===== config.mk =====
export PLATFORM = sky130hd
export DESIGN_NAME = tx_data_scrambler
export DESIGN_NICKNAME = d
export VERILOG_FILES = /design/src/rtl/tx_data_scrambler.sv
export SDC_FILE = /design/constraint.sdc
export NUM_CORES = 1
export LEC_CHECK = 0
export BUFFER_PORTS_ARGS = -buffer_cell sky130_fd_sc_hd__buf_4
export CAP_MARGIN = 20
export CORE_AREA = 2 2 43 45
export CTS_CLUSTER_SIZE = 28
export DETAILED_ROUTE_END_ITERATION = 8
export DIE_AREA = 0 0 45 47
export PLACE_DENSITY_LB_ADDON = 0.12
export SYNTH_ARGS = -nofsm -noshare
export SYNTH_HDL_FRONTEND = slang
export SYNTH_SLANG_ARGS = --single-unit

===== constraint.sdc =====
create_clock -name clk -period 1 [get_ports clk]
set_clock_uncertainty 0.05 [all_clocks]
set_input_delay 0.25 -clock clk [delete_from_list [all_inputs] [get_ports clk]]
set_output_delay 0.25 -clock clk [all_outputs]
set_load 0.01 [all_outputs]

===== src/rtl/tx_data_scrambler.sv =====
module tx_data_scrambler #(
  parameter int NIB = 4
) (
  input  logic           clk,
  input  logic           rst_n,
  input  logic [NIB-1:0] side_x,
  input  logic [NIB-1:0] side_y,
  input  logic [1:0]     mode,
  input  logic           tx_en,
  input  logic [1:0]     enc_state,
  input  logic [2*NIB-1:0] txd,
  output logic [2*NIB-1:0] scr_word,
  output logic [2*NIB-1:0] scr_data
);
  localparam int W = 2*NIB;
  localparam logic [1:0] M_IDLE = 2'b00;
  localparam logic [1:0] M_NORM = 2'b10;

  logic          zero_m, data_m;
  logic [W-1:0]  sc_n, sd_n;

  assign zero_m = mode[0];
  assign data_m = (mode == M_NORM) && tx_en;

  assign sc_n = zero_m ? '0 : {(data_m ? side_x : {NIB{1'b0}}), side_y};
  assign sd_n = zero_m ? '0 :
                data_m ? (txd ^ sc_n ^ {enc_state, {(W-2){1'b0}}}) : sc_n;

  always_ff @(posedge clk) begin
    if (!rst_n) begin
      scr_word <= '0;
      scr_data <= '0;
    end else begin
      scr_word <= sc_n;
      scr_data <= sd_n;
    end
  end


  a_r1_reset_clear: assert property (@(posedge clk)
    !rst_n |=> (scr_word == '0 && scr_data == '0));

  a_r2_zeros: assert property (@(posedge clk) disable iff (!rst_n)
    (mode[0]) |=> (scr_word == '0 && scr_data == '0));

  a_r3_word: assert property (@(posedge clk) disable iff (!rst_n)
    (mode == M_NORM && tx_en) |=> (scr_word == {$past(side_x), $past(side_y)}));

  a_r4_low_bits: assert property (@(posedge clk) disable iff (!rst_n)
    (mode == M_NORM && tx_en) |=>
      (scr_data[W-3:0] == ($past(txd[W-3:0]) ^ scr_word[W-3:0])));

  a_r5_upper_bits: assert property (@(posedge clk) disable iff (!rst_n)
    (mode == M_NORM && tx_en) |=>
      (scr_data[W-1:W-2] == ($past(txd[W-1:W-2]) ^ scr_word[W-1:W-2] ^ $past(enc_state))));

  a_r6_idle: assert property (@(posedge clk) disable iff (!rst_n)
    (mode == M_IDLE || (mode == M_NORM && !tx_en)) |=>
      (scr_data == scr_word && scr_word == {{NIB{1'b0}}, $past(side_y)}));

endmodule


==> flow_summary.json <==
{
  "setup_viol": 16,
  "layout_commonest_cell": "buf_4",
  "setup_ws_ns": -0.0220,
  "peakVddDrop_uv": 667,
  "hold_viol": 0,
  "grt_setup_unrepaired": "true",
  "ys_ff_latch": 16,
  "port_buffers": 38,
  "relSlewSlack_pct": 89.1,
  "num_vias": 471,
  "critical_path_class": "reg -> out",
  "status": "finished with violations",
  "stdcell_count": 110,
  "syn_area_um2": 546,
  "drive_gt1_share_pct": 63.4,
  "min_path_type": "in -> reg",
  "ys_seq_area_share_pct": 58.7,
  "gp_congestion": 0.694,
  "grt_first_pass_wirelength_mm": 1.68,
  "root_buffer": "clkbuf_4",
  "drc_errors": 0,
  "critPathBufInv": 1,
  "drv_slew": 0,
  "violations": "setup timing",
  "initial_core_util_pct": 33.0,
  "antenna_cells": 0,
  "clkTransAtPathRegs_ns": 0.09,
  "period_share_pct": 102,
  "fillers": 158,
  "worstPathCellList": "buf_6",
  "crit_path_start_kind": "flip-flop",
  "path_delay_family": "flip-flops",
  "tns_ns": -0.256,
  "power_density_mw_per_mm2": 1330,
  "viasPerCell": 4.28,
  "first_pass_iters": 4,
  "power_frac_seq_pct": 51.7,
  "std_cell_rows": 15,
  "cp-startpoint": "scr_word[3]$_SDFF_PN0_",
  "synth_fp_nets": 73,
  "post_cts_buffers": 0,
  "path_max_fanout": 1,
  "min-delay-start": "side_y[0]",
  "arrival_ns": 0.72,
  "worst_ep_required_time_ns": 0.70,
  "track_usage_pct": 11.4,
  "ys_warn_count": 0,
  "ios": 39,
  "final_area_um2": 973,
  "dieWidth_um": 45,
  "htree_levels": 1,
  "combPwrFrac_pct": 15.6,
  "cts_made_buffers": 3,
  "final_antenna_net_count": 0,
  "grt_max_degree": 10,
  "syn_inst": 50,
  "die-area_mm2": 0.00212,
  "clock-sinks": 16,
  "wirelength_mm": 1.17,
  "slowest_delay_ns": 0.33,
  "avgSynthCellArea_um2": 10.9,
  "tightest_slew_ns": 0.164,
  "grt_pass1_vias": 406,
  "final_core_util_pct": 58.9,
  "mostFrequentLayoutCells": "buf_4, buf_6, dfxtp_2, nor2_1, and2_1",
  "grt_overflow_total": 0,
  "core_area_mm2": 0.00165,
  "cts_tree": "yes",
  "power_switching_uw": 281,
  "final_nets": 117,
  "post-route-min-period_ns": 1.02,
  "slowest_stage": "dfxtp_2",
  "switching_share_pct": 21.7,
  "dp_cells": 106,
  "post_dp_cell_area_um2": 860,
  "timing.fmax_mhz": 978,
  "maxCapViolations": 0,
  "area_delta_synth_final_pct": 78.4,
  "drtIter0Drc": 2,
  "grt_antenna_before_repair": 0,
  "place_ws_ns": 0.0199,
  "p_leak_nw": 0.453,
  "p_int_mw": 1.01,
  "power_frac_clock_pct": 32.7,
  "cp-end-kind": "primary output",
  "ys_types": 9,
  "die_y_um": 47,
  "wire_per_inst_um": 10.6,
  "clock_path_buffers": 2
}
final cells by class:
type                       count  area (µm²)  area share (%)
multi-input combinational     34         225            23.1
sequential                    16         338            34.7
clock buffer                   4        36.3            3.73
timing repair buffer          39         353            36.2
tap                           17        21.3            2.19
power by group through the flow:
stage	registers, mW	logic, mW	clock network (mW)
CTS	0.669	0.203	0.434
detailed placement	0.678	0.191	0
floorplan	0.688	0.0579	0
finish	0.669	0.202	0.423
global placement	0.678	0.190	0
global route	0.671	0.218	0.459
Yosys cell counts:
master   number  area [µm²]
and2_1        8        50.1
and3_4        1        11.3
dfxtp_1      16         320
nand3_1       5        25.0
nor2_1        8        30.0
nor2b_4       1        13.8
or2b_1        1        7.51
xnor2_1       4        35.0
xor2_1        6        52.6
worst paths after layout:
kind,end,slack [ns],depth (start not counted)
hold / removal,scr_word[0]$_SDFF_PN0_,0.13,2
setup / recovery,scr_word[3],-0.02,1
what timing repair did:
item,CTS,global route
resized for setup,27,3
pin swaps,0,0
endpoints found under the setup margin,16,16
gates cloned,0,0
hold buffers,0,0
state kept, by name, summed over array words and instances, names as in the netlist:
signal / flops
scr_data: 8
scr_word: 8
through the flow:
| step | total power, mW | hold WS [ns] |
|---|---|---|
| 3_3_place_gp | 0.868 | 0.421 |
| 2_1_floorplan | 0.746 | 0.322 |
| 5_1_grt | 1.35 | 0.120 |
| 4_1_cts | 1.31 | 0.120 |
| 3_5_place_dp | 0.869 | 0.425 |
| 6_report | 1.29 | 0.128 |
per-layer routing:
metal	wire (µm)	GRT usage, %	part of all wire (%)
met1	459	13.6	39
met2	637	18.0	55
met3	68	3.46	5.8
met4	0	7.06	0
met5	0	0	0
cell families after synthesis:
family / share of synthesized area, %
and+or+nand+nor: 25.2
DFF: 58.7
xor gates and xnor gates: 16.1
No activity file was read; power rests on OpenSTA's default activity.
